`src/rtl/tick_pkg.sv`:
```
package tick_pkg;

    typedef enum logic [2:0] {
        SEL_TICK     = 3'd0,
        SEL_CMP      = 3'd1,
        SEL_SOFT     = 3'd2,
        SEL_SOFT_SET = 3'd3,
        SEL_SOFT_CLR = 3'd4
    } reg_sel_e;

    typedef enum logic [1:0] {
        RP_IDLE  = 2'd0,
        RP_DATA  = 2'd1,
        RP_FAULT = 2'd2
    } rd_state_e;

endpackage

```
`src/rtl/tick_counter.sv`:
```
module tick_counter #(
    parameter int CNT_W = 63
) (
    input  logic             clk,
    input  logic             rst_n,
    input  logic             load,
    input  logic [CNT_W:0]   load_val,
    output logic [CNT_W-1:0] cnt_o,
    output logic             npt_o
);
    localparam logic [CNT_W-1:0] STEP = CNT_W'(1);

    always_ff @(posedge clk) begin
        if (!rst_n) begin
            cnt_o <= '0;
            npt_o <= 1'b1;
        end else if (load) begin
            cnt_o <= load_val[CNT_W-1:0];
            npt_o <= load_val[CNT_W];
        end else begin
            cnt_o <= cnt_o + STEP;
        end
    end
endmodule

```
`src/rtl/tick_compare.sv`:
```
module tick_compare #(
    parameter int CNT_W = 63
) (
    input  logic             clk,
    input  logic             rst_n,
    input  logic             load,
    input  logic [CNT_W:0]   load_val,
    input  logic [CNT_W-1:0] cnt_i,
    output logic [CNT_W-1:0] cmp_o,
    output logic             dis_o,
    output logic             match_o
);
    always_ff @(posedge clk) begin
        if (!rst_n) begin
            cmp_o <= '0;
            dis_o <= 1'b1;
        end else if (load) begin
            cmp_o <= load_val[CNT_W-1:0];
            dis_o <= load_val[CNT_W];
        end
    end

    assign match_o = !dis_o && (cnt_i == cmp_o);
endmodule

```
`src/rtl/softint_reg.sv`:
```
module softint_reg #(
    parameter int SI_W    = 16,
    parameter int HIT_BIT = 0
) (
    input  logic            clk,
    input  logic            rst_n,
    input  logic            wr_dir,
    input  logic            wr_set,
    input  logic            wr_clr,
    input  logic [SI_W-1:0] wr_val,
    input  logic            tick_hit,
    output logic [SI_W-1:0] bits_q
);
    logic [SI_W-1:0] base_n;
    logic [SI_W-1:0] bits_n;

    for (genvar i = 0; i < SI_W; i++) begin : g_bit
        assign base_n[i] = wr_dir ? wr_val[i] :
                           wr_set ? (bits_q[i] | wr_val[i]) :
                           wr_clr ? (bits_q[i] & ~wr_val[i]) :
                                    bits_q[i];
        if (i == HIT_BIT) begin : g_hit
            assign bits_n[i] = base_n[i] | tick_hit;
        end else begin : g_plain
            assign bits_n[i] = base_n[i];
        end
    end

    always_ff @(posedge clk) begin
        if (!rst_n) bits_q <= '0;
        else        bits_q <= bits_n;
    end
endmodule

```
`src/rtl/tick_read_port.sv`:
```
module tick_read_port
    import tick_pkg::*;
#(
    parameter int REG_W = 64
) (
    input  logic             clk,
    input  logic             rst_n,
    input  logic             rd_en,
    input  logic [2:0]       rd_sel,
    input  logic             priv,
    input  logic             npt,
    input  logic [REG_W-1:0] tick_word,
    input  logic [REG_W-1:0] cmp_word,
    input  logic [REG_W-1:0] soft_word,
    output logic             rd_valid,
    output logic             rd_fault,
    output logic [REG_W-1:0] rd_data
);
    rd_state_e        state_q, state_n;
    reg_sel_e         rsel;
    logic             fault_now;
    logic [REG_W-1:0] pick;
    logic [REG_W-1:0] data_q;

    assign rsel      = reg_sel_e'(rd_sel);
    assign fault_now = rd_en && !priv && npt && (rsel == SEL_TICK);

    always_comb begin
        unique case (rsel)
            SEL_TICK:                         pick = tick_word;
            SEL_CMP:                          pick = cmp_word;
            SEL_SOFT, SEL_SOFT_SET, SEL_SOFT_CLR: pick = soft_word;
            default:                          pick = '0;
        endcase
    end

    always_comb begin
        if (!rd_en)         state_n = RP_IDLE;
        else if (fault_now) state_n = RP_FAULT;
        else                state_n = RP_DATA;
    end

    always_ff @(posedge clk) begin
        if (!rst_n) begin
            state_q <= RP_IDLE;
            data_q  <= '0;
        end else begin
            state_q <= state_n;
            if (rd_en) data_q <= fault_now ? '0 : pick;
        end
    end

    always_comb begin
        unique case (state_q)
            RP_IDLE: begin
                rd_valid = 1'b0;
                rd_fault = 1'b0;
                rd_data  = '0;
            end
            RP_DATA: begin
                rd_valid = 1'b1;
                rd_fault = 1'b0;
                rd_data  = data_q;
            end
            RP_FAULT: begin
                rd_valid = 1'b1;
                rd_fault = 1'b1;
                rd_data  = '0;
            end
            default: begin
                rd_valid = 1'b0;
                rd_fault = 1'b0;
                rd_data  = '0;
            end
        endcase
    end
endmodule

```
`src/rtl/tick_cmp_timer.sv`:
```
module tick_cmp_timer
    import tick_pkg::*;
#(
    parameter int CNT_W = 63,
    parameter int SI_W  = 16
) (
    input  logic           clk,
    input  logic           rst_n,
    input  logic           wr_en,
    input  logic [2:0]     wr_sel,
    input  logic [CNT_W:0] wr_data,
    input  logic           rd_en,
    input  logic [2:0]     rd_sel,
    input  logic           priv,
    output logic           rd_valid,
    output logic           rd_fault,
    output logic [CNT_W:0] rd_data,
    output logic           irq
);
    localparam int REG_W = CNT_W + 1;

    reg_sel_e         wsel;
    logic             wr_tick, wr_cmp, wr_dir, wr_set, wr_clr;
    logic [CNT_W-1:0] cnt_q;
    logic             npt_q;
    logic [CNT_W-1:0] cmp_val;
    logic             cmp_dis;
    logic             tick_hit;
    logic [SI_W-1:0]  soft_q;
    logic [REG_W-1:0] tick_word, cmp_word, soft_word;

    assign wsel    = reg_sel_e'(wr_sel);
    assign wr_tick = wr_en && (wsel == SEL_TICK);
    assign wr_cmp  = wr_en && (wsel == SEL_CMP);
    assign wr_dir  = wr_en && (wsel == SEL_SOFT);
    assign wr_set  = wr_en && (wsel == SEL_SOFT_SET);
    assign wr_clr  = wr_en && (wsel == SEL_SOFT_CLR);

    tick_counter #(.CNT_W(CNT_W)) u_counter (
        .clk(clk), .rst_n(rst_n), .load(wr_tick), .load_val(wr_data),
        .cnt_o(cnt_q), .npt_o(npt_q)
    );

    tick_compare #(.CNT_W(CNT_W)) u_compare (
        .clk(clk), .rst_n(rst_n), .load(wr_cmp), .load_val(wr_data),
        .cnt_i(cnt_q), .cmp_o(cmp_val), .dis_o(cmp_dis), .match_o(tick_hit)
    );

    softint_reg #(.SI_W(SI_W), .HIT_BIT(0)) u_soft (
        .clk(clk), .rst_n(rst_n), .wr_dir(wr_dir), .wr_set(wr_set),
        .wr_clr(wr_clr), .wr_val(wr_data[SI_W-1:0]), .tick_hit(tick_hit),
        .bits_q(soft_q)
    );

    assign tick_word = {npt_q, cnt_q};
    assign cmp_word  = {cmp_dis, cmp_val};
    assign soft_word = {{(REG_W-SI_W){1'b0}}, soft_q};

    tick_read_port #(.REG_W(REG_W)) u_rdport (
        .clk(clk), .rst_n(rst_n), .rd_en(rd_en), .rd_sel(rd_sel), .priv(priv),
        .npt(npt_q), .tick_word(tick_word), .cmp_word(cmp_word),
        .soft_word(soft_word), .rd_valid(rd_valid), .rd_fault(rd_fault),
        .rd_data(rd_data)
    );

    assign irq = |soft_q;
endmodule

```
`config.mk`:
```
export PLATFORM = sky130hd
export DESIGN_NAME = tick_cmp_timer
export DESIGN_NICKNAME = d
export VERILOG_FILES = /design/src/rtl/tick_pkg.sv /design/src/rtl/tick_counter.sv /design/src/rtl/tick_compare.sv /design/src/rtl/softint_reg.sv /design/src/rtl/tick_read_port.sv /design/src/rtl/tick_cmp_timer.sv
export SDC_FILE = /design/constraint.sdc
export NUM_CORES = 1
export LEC_CHECK = 0
export ABC_AREA = 1
export BUFFER_PORTS_ARGS = -buffer_cell sky130_fd_sc_hd__buf_2
export CAP_MARGIN = 0
export CORE_MARGIN = 2
export CORE_UTILIZATION = 50
export CTS_CLUSTER_SIZE = 25
export DETAILED_ROUTE_END_ITERATION = 12
export PLACE_DENSITY_LB_ADDON = 0.08
export SLEW_MARGIN = 40
export SYNTH_ARGS = -nofsm -noshare
export SYNTH_HDL_FRONTEND = slang
export SYNTH_HIERARCHICAL = 1
export SYNTH_SLANG_ARGS = --single-unit
```
`constraint.sdc`:
```
create_clock -name clk -period 2.4 [get_ports clk]
set_clock_uncertainty 0.2 [all_clocks]
set_input_delay 0.48 -clock clk [delete_from_list [all_inputs] [get_ports clk]]
set_output_delay 0.48 -clock clk [all_outputs]
set_load 0.05 [all_outputs]
```
==> impl_metrics.py <==
metrics = {
    "floorplanning": {
        "die_w_um": 172,
        "die_h_um": 172,
        "start_util": 0.507,
        "die_area_mm2": 0.0294,
        "fp-row-count": 61,
        "core-area_mm2": 0.0277,
        "pin_count": 142,
    },
    "place": {
        "place_congestion": 0.959,
        "place_ws_ps": 217,
        "post-dp-hpwl_mm": 33.1,
        "port_buffers": 141,
        "dp_cells": 2837,
    },
    "pwr": {
        "total_power_mw": 8.81,
        "power_frac_clock": 0.438,
        "combPwrFrac": 0.136,
        "p_int_mw": 6.32,
        "seqPwrFrac": 0.425,
        "leakagePower_nw": 8.16,
        "p_per_area_mw_per_mm2": 542,
        "swShare": 0.283,
        "irDropWorstVdd_v": 0.000530,
        "p_sw_mw": 2.49,
    },
    "detailed_routing": {
        "via_per_inst": 5.03,
        "vias": 14600,
        "route.met3.wl_mm": 4.06,
        "route.antenna.remaining_nets": 0,
        "first_iter_violations": 1489,
        "wl_per_cell_um": 15.8,
        "wl_met1_mm": 21.0,
        "wirelength_mm": 45.9,
        "drc_errors": 0,
        "top_layer_used": "met4",
        "dr.pass1.iters": 6,
        "wl_met2_mm": 19.6,
    },
    "synthesis": {
        "yosys.area_share.simple": 0.406,
        "ys_seq_elements": 210,
        "ys_seq_area_frac": 0.299,
        "synth_area_per_cell_um2": 5.99,
        "syn_area_mm2": 0.0140,
        "synth_top_family_by_area": "simple AND/OR/NAND/NOR gates",
        "synthMuxAreaShare": 0,
        "netlist_instances": 2345,
        "synth_xor_xnor_area_share": 0.0318,
        "synth_warnings": 6,
        "synth_compound_area_frac": 0.0970,
        "ys_types": 42,
        "synth_adder_area_share": 0.00267,
    },
    "sta": {
        "fmax_ghz": 0.427,
        "final_hold_viol_count": 0,
        "layout_setup_ws_ps": 58.7,
        "worstMarginPinSlew_ps": 795,
        "maxSlewHeadroom": 0.470,
        "holdWs_ps": 28.0,
        "period_share": 0.976,
        "setup_violations": 0,
        "finalMaxSlewViolations": 0,
        "setup_tns_ps": 0,
        "fin_crit_ps": 2340,
    },
    "global_route": {
        "grt_pass1_wl_mm": 70.8,
        "grt_pass1_vias": 12900,
        "grt_util_all_layers": 0.307,
        "grt.overflow.total": 0,
        "antenna_found_initial": 0,
        "grt_max_degree": 105,
    },
    "worst_setup_path": {
        "cp_slowest_cell": "dfxtp_2",
        "worstPathArrival_ps": 1660,
        "start_kind": "flip-flop",
        "path_cells": "inv_2 -> ha_4 -> clkbuf_16 -> nand2_1 -> inv_1 -> buf_4",
        "worstRegToRegCells": 9,
        "crit_fanout": 8,
        "cp-end-kind": "output port",
        "cp.required_ps": 1720,
        "critical-path-max-stage-delay_ps": 330,
        "critPathKind": "reg -> out",
    },
    "clock_network": {
        "cts_tree": "built",
        "clkSlewWorstSetupHoldPaths_ps": 60,
        "insertion_delay_ps": 530,
        "cts_setup_buffers": 0,
        "cts.sink_count": 210,
        "cts-root-buf": "clkbuf_16",
        "cts_buffers": 25,
        "cts_max_level": 1,
        "clk_path_buf_depth": 3,
    },
    "cells_and_area": {
        "fin_cells": 2898,
        "antennaDiodeCount": 0,
        "multi_input_comb_area_mm2": 0.00776,
        "drive_gt1_frac": 0.128,
        "area_growth_pct": 15.7,
        "final_common_cell": "nand2_1",
        "register_area_mm2": 0.00421,
        "fillers": 2889,
        "final_cell_mix": "nand2_1 (725), inv_1 (366), nor2_1 (296)",
        "fin_nets": 2580,
    },
    "job": {
        "drv_cap": 0,
    },
    "run_status": {
        "status": "finished, final reports clean",
    },
    "worst_hold_path": {
        "min_path_type": "in -> reg",
        "holdPathStages": 3,
    },
}
==> power by group through the flow <==
| stage | Combinational (mW) | Sequential (mW) | Clock (mW) |
|---|---|---|---|
| finish | 1.20 | 3.75 | 3.86 |
| global route | 1.33 | 3.76 | 4.08 |
| CTS | 1.16 | 3.74 | 3.93 |
| detailed placement | 1.13 | 3.82 | 0 |
| global placement | 1.12 | 3.82 | 0 |
| floorplan | 0.835 | 3.78 | 0 |
==> path summary, 6_finish.rpt <==
path	from	to	slack (ps)
max	u_rdport/state_q[1]	rd_data[59]	60
min	wr_data[62]	u_compare/cmp_o[62]	30
max reg2reg	u_counter/cnt_o[12]	u_counter/cnt_o[60]	200
min reg2reg	u_rdport/data_q[7]	u_rdport/data_q[7]	260
==> worst max-delay path: cells and delay by family (launching register included) <==
family | cells | cell delay, ps
flip-flops | 1 | 330
buffers and inverters | 4 | 520
AND/OR/NAND/NOR | 1 | 60
adder cells (fa/ha/maj) | 1 | 230
==> final cells by class <==
class,instances,share of cell area
multi-input combinational,1695,0.478
clock inverter,13,0.00932
inverter,376,0.0869
sequential,210,0.259
timing repair buffer,194,0.0968
clock buffer,32,0.0414
tap,378,0.0291
==> through the flow <==
stage                      util  instance area, um^2
final                     0.586                16200
after CTS                 0.578                16000
after global placement    0.539                14900
after global routing      0.586                16200
after detailed placement  0.539                14900
after floorplan               -                14200
==> state kept, by name, indices dropped and copies added, names as in the netlist, named ones only <==
name,cells
u_counter/cnt_o,63
u_soft/bits_q,1
u_counter/npt_o,1
u_compare/cmp_o,63
u_rdport/data_q,64
u_compare/dis_o,1
u_rdport/state_q,2
==> routing by layer <==
layer  global-route usage  vias to the layer above
met5                    0                        -
li1                     -                     7426
met1                0.453                     6472
met4               0.0847                        0
met2                0.461                      616
met3               0.0467                       74
==> repair_timing <==
action | in CTS | in global routing
endpoints found under the setup margin | 64 | 63
cloned | 1 | 3
endpoints found under the hold margin | 12 | 0
resized for setup | 45 | 75
hold buffers | 12 | 0
==> logic make-up (layout without fill, tap and decap cells) <==
group / after synthesis / after routing
buf+inv: 487 / 615
other cells: 1 / 48
simple gates: 1353 / 1353
xor+xnor: 51 / 51
fa+ha+maj: 3 / 3
flops: 210 / 210
compound gates: 240 / 240
==> Yosys cell counts, drive strengths merged <==
cell type / n / area (um^2)
clkbuf: 46 / 318
inv: 375 / 1410
conb: 1 / 3.75
dfxtp: 210 / 4200
or2: 16 / 103
o21ai: 111 / 559
nor3: 3 / 15.0
ha: 3 / 37.5
nor3b: 1 / 7.51
nand2: 742 / 2850
xnor2: 35 / 307
nand4: 13 / 81.3
o21bai: 3 / 33.8
buf: 58 / 494
dlymetal6s2s: 2 / 25.0
clkinv: 1 / 5.00
dlygate4sd1: 5 / 43.8
a21oi: 126 / 769
nand3b: 3 / 22.5
nor2: 317 / 1310
xor2: 16 / 140
nand3: 257 / 1300
nor4: 1 / 6.26
Note: power is estimated with default switching activity, not from simulation.
